`config.mk`:
```
export PLATFORM = sky130hd
export DESIGN_NAME = cmdport_regfile
export DESIGN_NICKNAME = d
export VERILOG_FILES = /design/src/rtl/cmdport_pkg.sv /design/src/rtl/cmdport_frame_rx.sv /design/src/rtl/cmdport_regbank.sv /design/src/rtl/cmdport_regfile.sv
export SDC_FILE = /design/constraint.sdc
export NUM_CORES = 1
export LEC_CHECK = 0
export ABC_CLOCK_PERIOD_IN_PS = 7230
export BUFFER_PORTS_ARGS = -buffer_cell sky130_fd_sc_hd__buf_2
export CORE_MARGIN = 2
export CORE_UTILIZATION = 64
export CTS_BUF_LIST = sky130_fd_sc_hd__clkbuf_2 sky130_fd_sc_hd__clkbuf_4 sky130_fd_sc_hd__clkbuf_8
export CTS_CLUSTER_DIAMETER = 120
export DETAILED_ROUTE_END_ITERATION = 8
export PLACE_DENSITY = 0.8
export SYNTH_ARGS = -nofsm -noshare
export SYNTH_HDL_FRONTEND = slang
export SYNTH_HIERARCHICAL = 1
export SYNTH_SLANG_ARGS = --single-unit
```
`constraint.sdc`:
```
create_clock -name bit_clk -period 7.23 [get_ports bit_clk]
set_input_delay 1.446 -clock bit_clk [delete_from_list [all_inputs] [get_ports bit_clk]]
set_output_delay 1.446 -clock bit_clk [all_outputs]
set_load 0.01 [all_outputs]
```
`src/rtl/cmdport_pkg.sv`:
```
package cmdport_pkg;
    localparam int TAG_W  = 16;
    localparam int SLOT_W = 20;
    localparam int CNT_W  = $clog2(SLOT_W);

    typedef enum logic [2:0] {
        S_IDLE,
        S_TAG,
        S_ADDR,
        S_DATA,
        S_EXEC
    } rx_state_e;
endpackage

```
`src/rtl/cmdport_frame_rx.sv`:
```
module cmdport_frame_rx
    import cmdport_pkg::*;
#(
    parameter int IDX_W  = 7,
    parameter int DATA_W = 16
) (
    input  logic              bit_clk,
    input  logic              rst_n,
    input  logic              frame_sync,
    input  logic              ser_din,
    output logic              cmd_go,
    output logic              cmd_rd,
    output logic              cmd_s1v,
    output logic              cmd_s2v,
    output logic [IDX_W-1:0]  cmd_idx,
    output logic [DATA_W-1:0] cmd_wdata
);
    localparam int TAG_S1V = TAG_W - 2;
    localparam int TAG_S2V = TAG_W - 3;
    localparam int IDX_LO  = SLOT_W - 1 - IDX_W;
    localparam int DAT_LO  = SLOT_W - DATA_W;

    rx_state_e         state, state_nx;
    logic [CNT_W-1:0]  cnt, cnt_nx;
    logic [SLOT_W-1:0] sh, sh_nx;
    logic              sync_q, sync_rise;

    assign sh_nx     = {sh[SLOT_W-2:0], ser_din};
    assign sync_rise = frame_sync & ~sync_q;
    assign cmd_go    = (state == S_EXEC);

    // next-state decode
    always_comb begin
        state_nx = state;
        cnt_nx   = cnt;
        unique case (state)
            S_IDLE: if (sync_rise) begin
                state_nx = S_TAG;
                cnt_nx   = CNT_W'(1);
            end
            S_TAG: if (cnt == CNT_W'(TAG_W - 1)) begin
                state_nx = S_ADDR;
                cnt_nx   = '0;
            end else cnt_nx = cnt + 1'b1;
            S_ADDR: if (cnt == CNT_W'(SLOT_W - 1)) begin
                state_nx = S_DATA;
                cnt_nx   = '0;
            end else cnt_nx = cnt + 1'b1;
            S_DATA: if (cnt == CNT_W'(SLOT_W - 1)) begin
                state_nx = S_EXEC;
                cnt_nx   = '0;
            end else cnt_nx = cnt + 1'b1;
            S_EXEC: state_nx = S_IDLE;
            default: state_nx = S_IDLE;
        endcase
    end

    // state register
    always_ff @(negedge bit_clk or negedge rst_n) begin
        if (!rst_n) begin
            state  <= S_IDLE;
            cnt    <= '0;
            sync_q <= 1'b0;
            sh     <= '0;
        end else begin
            state  <= state_nx;
            cnt    <= cnt_nx;
            sync_q <= frame_sync;
            sh     <= sh_nx;
        end
    end

    // field capture at slot boundaries
    always_ff @(negedge bit_clk or negedge rst_n) begin
        if (!rst_n) begin
            cmd_rd    <= 1'b0;
            cmd_s1v   <= 1'b0;
            cmd_s2v   <= 1'b0;
            cmd_idx   <= '0;
            cmd_wdata <= '0;
        end else begin
            if (state == S_TAG && cnt == CNT_W'(TAG_W - 1)) begin
                cmd_s1v <= sh_nx[TAG_S1V];
                cmd_s2v <= sh_nx[TAG_S2V];
            end
            if (state == S_ADDR && cnt == CNT_W'(SLOT_W - 1)) begin
                cmd_rd  <= sh_nx[SLOT_W-1];
                cmd_idx <= sh_nx[SLOT_W-2:IDX_LO];
            end
            if (state == S_DATA && cnt == CNT_W'(SLOT_W - 1))
                cmd_wdata <= sh_nx[SLOT_W-1:DAT_LO];
        end
    end

    // stays idle until a sync rise is seen
    p_hold_idle_r2: assert property (@(negedge bit_clk) disable iff (!rst_n)
        (state == S_IDLE && !sync_rise) |=> state == S_IDLE);
    // the command-data slot is followed by the execute cycle
    p_exec_after_data_r2: assert property (@(negedge bit_clk) disable iff (!rst_n)
        (state == S_DATA && cnt == CNT_W'(SLOT_W - 1)) |=> state == S_EXEC);
    // execute lasts a single bit clock
    p_exec_single_r6: assert property (@(negedge bit_clk) disable iff (!rst_n)
        (state == S_EXEC) |=> state == S_IDLE);
endmodule

```
`src/rtl/cmdport_regbank.sv`:
```
module cmdport_regbank #(
    parameter int NREG   = 64,
    parameter int DATA_W = 16,
    localparam int REG_AW = $clog2(NREG),
    localparam int IDX_W  = REG_AW + 1
) (
    input  logic              bit_clk,
    input  logic              rst_n,
    input  logic              cmd_go,
    input  logic              cmd_rd,
    input  logic              cmd_s1v,
    input  logic              cmd_s2v,
    input  logic [IDX_W-1:0]  cmd_idx,
    input  logic [DATA_W-1:0] cmd_wdata,
    output logic              rb_valid,
    output logic [IDX_W-1:0]  rb_index,
    output logic [DATA_W-1:0] rb_data
);
    logic [DATA_W-1:0] regs [NREG];
    logic [NREG-1:0]   we;
    logic [REG_AW-1:0] sel;
    logic              wr_ok, rd_ok;

    assign sel   = cmd_idx[IDX_W-1:1];
    assign wr_ok = cmd_go & cmd_s1v & cmd_s2v & ~cmd_rd;
    assign rd_ok = cmd_go & cmd_s1v & cmd_rd;

    for (genvar i = 0; i < NREG; i++) begin : g_reg
        assign we[i] = wr_ok && (sel == REG_AW'(i));
        always_ff @(negedge bit_clk or negedge rst_n) begin
            if (!rst_n)     regs[i] <= '0;
            else if (we[i]) regs[i] <= cmd_wdata;
        end
    end

    always_ff @(negedge bit_clk or negedge rst_n) begin
        if (!rst_n) begin
            rb_valid <= 1'b0;
            rb_index <= '0;
            rb_data  <= '0;
        end else begin
            rb_valid <= rd_ok;
            if (rd_ok) begin
                rb_index <= cmd_idx;
                rb_data  <= regs[sel];
            end
        end
    end

    // at most one register enabled per cycle
    p_one_reg_r8: assert property (@(negedge bit_clk) disable iff (!rst_n)
        $onehot0(we));
    // any register enable arrives with both slot flags and a write op
    p_write_qualified_r5: assert property (@(negedge bit_clk) disable iff (!rst_n)
        (|we) |-> (cmd_s1v && cmd_s2v && !cmd_rd && cmd_go));
endmodule

```
`src/rtl/cmdport_regfile.sv`:
```
module cmdport_regfile #(
    parameter int NREG   = 64,
    parameter int DATA_W = 16,
    localparam int IDX_W = $clog2(NREG) + 1
) (
    input  logic              bit_clk,
    input  logic              rst_n,
    input  logic              frame_sync,
    input  logic              ser_din,
    output logic              rb_valid,
    output logic [IDX_W-1:0]  rb_index,
    output logic [DATA_W-1:0] rb_data
);
    logic              cmd_go, cmd_rd, cmd_s1v, cmd_s2v;
    logic [IDX_W-1:0]  cmd_idx;
    logic [DATA_W-1:0] cmd_wdata;

    cmdport_frame_rx #(.IDX_W(IDX_W), .DATA_W(DATA_W)) u_rx (
        .bit_clk   (bit_clk),
        .rst_n     (rst_n),
        .frame_sync(frame_sync),
        .ser_din   (ser_din),
        .cmd_go    (cmd_go),
        .cmd_rd    (cmd_rd),
        .cmd_s1v   (cmd_s1v),
        .cmd_s2v   (cmd_s2v),
        .cmd_idx   (cmd_idx),
        .cmd_wdata (cmd_wdata)
    );

    cmdport_regbank #(.NREG(NREG), .DATA_W(DATA_W)) u_bank (
        .bit_clk  (bit_clk),
        .rst_n    (rst_n),
        .cmd_go   (cmd_go),
        .cmd_rd   (cmd_rd),
        .cmd_s1v  (cmd_s1v),
        .cmd_s2v  (cmd_s2v),
        .cmd_idx  (cmd_idx),
        .cmd_wdata(cmd_wdata),
        .rb_valid (rb_valid),
        .rb_index (rb_index),
        .rb_data  (rb_data)
    );

    // strobe is a single-cycle pulse
    p_strobe_pulse_r6: assert property (@(negedge bit_clk) disable iff (!rst_n)
        rb_valid |=> !rb_valid);
    // a strobe only follows a decoded read with the address slot valid
    p_strobe_source_r9: assert property (@(negedge bit_clk) disable iff (!rst_n)
        rb_valid |-> $past(cmd_go && cmd_rd && cmd_s1v));
endmodule

```
==> results by group <==
Run status
  – Status: complete, no violations

Logic synthesis
  – Gate Count Post-Synth: 3,346
  – Largest family of logic cells by synthesized area: multiplexers
  – Synthesis-stage register bit count: 1,102
  – Post-synthesis average cell area: 15.0 um^2
  – Synth Area in Compound Gates: 0.0278
  – Syn_nets: approximately 3.4k
  – Adder-Cell Fraction of Synth Area: 0.000500
  – Simple-gate portion of the synthesized area: 0.0269
  – Synthesis warning total: 6
  – Fraction of registers with async set or reset after synthesis: 1.00
  – Fraction of synthesized cell area in xor and xnor cells: 0.000350
  – Yosys cell types: between 50 and 60
  – Top_reg_cell synth: dfrtn_1
  – Seq/Total Area, Yosys: 0.551
  – Multiplexer share of the synthesized area: 0.362
  – Synthesized cell area: about 50,000 um^2
  – Number of synthesized flops with an enable pin: 0

Floorplan
  – Num rows: 102
  – Core area: ~77,000 um^2
  – Die footprint: about 80,000 um^2
  – Effective utilization at floorplan: 0.647
  – Number of primary I/O pins: 28
  – Die extent in x: approximately 280 um
  – Die Y: roughly 280 um

Layout
  – Proportion of layout cells with a drive suffix above 1: 0.482
  – Non-filler cells, final: ~4.5k
  – Nets@finish: 3,342
  – Filler Cells Inserted: around 5.0k
  – P&R area growth vs syn: 8.69%
  – Final core occ: 0.703

CTS
  – CTS Hold Bufs: 0
  – Num CTS Buffers: between 150 and 200
  – CTS resizes: 0
  – Clock Pin Slew Worst Setup and Hold Paths: 0.04 ns
  – # H-tree levels: 4
  – TritonCTS Sinks: roughly 1.1k
  – Clock root buffer: clkbuf_8
  – Longest Clk Path Bufs: 3
  – Setup Fix Bufs, Post-CTS: 0
  – Clock Latency Late Sink: about 0.72 ns
  – CTS tree: yes

Worst setup path
  – Kind of end point of the critical path: output port
  – Cells along the critical path: buf_2
  – Bufs and invs on worst path: 1
  – Worst Path Class, Setup: flop to output port
  – Crit path max-delay cell type: dfrtn_1
  – WP depth: 1
  – Startpoint types: flop
  – RR Startpoint: u_rx/cmd_idx[1]
  – Crit Path Max Fanout: 2
  – Worst path arrival time: roughly 4.9 ns
  – RR Endpoint: u_bank/rb_data[4]
  – Req. time, crit path: slightly below 6 ns
  – R2r setup slk: 3.08 ns
  – Worst stage delay on the critical path: around 0.42 ns
  – R2R cell count: 8
  – Top delay family on crit path: flip-flops

Routing
  – Met1 WL: 52.8 mm
  – Initial DRC count: about 2.7k
  – Via count: slightly below 30k
  – Wire per inst: 28.0 um
  – DR WL met3: 9.24 mm
  – Met2 routed WL: 59.8 mm
  – Residual DRC: 0
  – Final WL: between 100 and 150 mm
  – Detailed Routing Iterations Pass 1: 5
  – Vias per inst: approximately 6.6
  – Final ANT Viol Nets: 0
  – Top Layer Used: met5

Placement
  – Placement Setup Slack: about 1.1 ns
  – GP Congestion: approximately 0.85
  – Placed cell count: between 4k and 5k
  – Buffers on Ports: 27
  – Final HPWL DP: between 70 and 80 mm

Global route
  – Vias in the first global route: 32.1k
  – Initial antenna violation count: 6
  – First-pass GRT wire length: about 190 mm
  – GRT overflow: 0
  – GRT Overall Usage: 0.319
  – Largest net degree at the start of global routing: roughly 120

Pwr
  – Pleak: 26.0 nW
  – Maximum vdd drop: about 260 uV
  – Power per standard cell area: between 200 and 250 nW/um^2

Worst hold path
  – Hold crit path type: flop to flop
  – Hold EP: u_rx/sh[3]
  – Cells on Worst Hold Path: 0
  – Hold wc startpoint: u_rx/sh[2]

STA
  – Slew @ Worst Pin: 1.35 ns
  – Unrepaired setup endpoints after global routing: false
  – Setup ws final: 0.884 ns
  – Final hold vios: 0
  – Post-route setup TNS: 0 ns
  – Relative slew margins: 0.100
  – Clock skew: 0.0287 ns
  – Setup violators final: 0
  – Final Max Tran Viols: 0

Run
  – Max Cap Violations: 0
[where the power goes]
group / switching, mW / leakage (nW) / internal [mW]
Combinational: 1.22 / 8.81 / 0.475
Sequential: 0.144 / 15.3 / 6.27
Clock: 2.38 / 1.89 / 2.94
Total: 3.75 / 26.0 / 9.68
[worst reg2reg max path: stages, from the launching register on]
cell	delay, ns
dfrtn_1	0.43
buf_4	0.45
buf_4	0.59
nor2b_4	0.88
buf_4	0.52
nand2_1	0.10
a31oi_1	0.43
nand3_1	0.23
o32a_1	0.37
[cell usage in the layout, fill, tap and decap left out, drive strengths merged, types with 7 or more instances in the layout]
master,synthesis,routed
buf,167,123
a21oi,28,28
mux2,1065,1065
nand2b,11,11
dfrtn,1102,1102
o32a,12,12
a31oi,20,20
nand2,83,83
nor3,11,11
o21ai,14,14
inv,6,13
clkinv,0,13
a2111oi,7,7
nor2,54,54
a22oi,72,72
mux2i,232,232
mux4,165,165
nor2b,34,34
clkbuf,139,271
nand3,51,51
a211oi,19,19
[how the worst max path moves through the flow]
stage	from	endpoint	slack, ns
6_report	u_bank/rb_data[0]	rb_data[0]	0.88
5_1_grt	u_bank/rb_data[1]	rb_data[1]	0.84
4_1_cts	u_bank/rb_data[0]	rb_data[0]	0.84
3_5_place_dp	frame_sync	u_rx/cnt[2]	1.09
3_3_place_gp	frame_sync	u_rx/cnt[2]	1.17
2_1_floorplan	frame_sync	u_rx/cnt[2]	1.33
[synth_stat cells, types with 19 or more instances]
| library cell | number | area [um^2] |
|---|---|---|
| nand3_1 | 51 | 255 |
| mux2_2 | 1056 | 11900 |
| buf_1 | 28 | 105 |
| mux4_2 | 152 | 3420 |
| mux2i_1 | 232 | 2320 |
| a21oi_1 | 28 | 140 |
| clkbuf_1 | 137 | 514 |
| buf_2 | 94 | 470 |
| nor2_1 | 51 | 191 |
| nor2b_1 | 34 | 213 |
| nand2_1 | 79 | 297 |
| a22oi_1 | 72 | 541 |
| a31oi_1 | 20 | 125 |
| a211oi_1 | 19 | 143 |
| dfrtn_1 | 1102 | 27600 |
| buf_4 | 21 | 158 |
[sequential cells by signal, indices dropped and copies added (netlist names)]
name	cells
u_bank/rb_data	16
u_bank/rb_index	7
u_bank/rb_valid	1
u_bank/regs	1024
u_rx/cmd_idx	7
u_rx/cmd_rd	1
u_rx/cmd_s1v	1
u_rx/cmd_s2v	1
u_rx/cmd_wdata	16
u_rx/cnt	5
u_rx/sh	19
u_rx/state	3
u_rx/sync_q	1
[through the flow]
step	power, mW	instance area (um^2)	hold slack [ns]
after CTS	13.5	54400	0.300
final	13.4	54400	0.300
after global placement	8.11	50900	0.300
after detailed placement	8.18	50900	0.300
after floorplan	7.53	50100	0.292
after global routing	13.9	54400	0.309
[layer usage]
layer	GRT usage	vias up
met1	0.441	16065
met2	0.496	1053
met3	0.0754	261
met5	0	-
li1	-	12291
met4	0.125	2
[cell families (layout without fill, tap and decap cells)]
logic type      count (synthesis)  in the layout
mux                          1462           1462
flops                        1102           1102
buf+inv                       314            425
simple gates                  270            270
compound gates                194            194
fa+ha+maj                       2              2
xor+xnor                        2              2
other cells                     0              2
[layout make-up]
| class | instances | area (um^2) | area share |
|---|---|---|---|
| flip-flops and latches | 1102 | 27600 | 0.507 |
| multi-input cells | 1930 | 20900 | 0.384 |
| clock buffers | 271 | 3360 | 0.0617 |
| well taps | 1040 | 1300 | 0.0239 |
| repair buffers | 124 | 1080 | 0.0198 |
| clock inverters | 24 | 169 | 0.00310 |
| inverters | 6 | 22.5 | 0.000414 |
| diodes | 2 | 5.00 | 0.0000919 |
(Power assumes the default switching activity.)
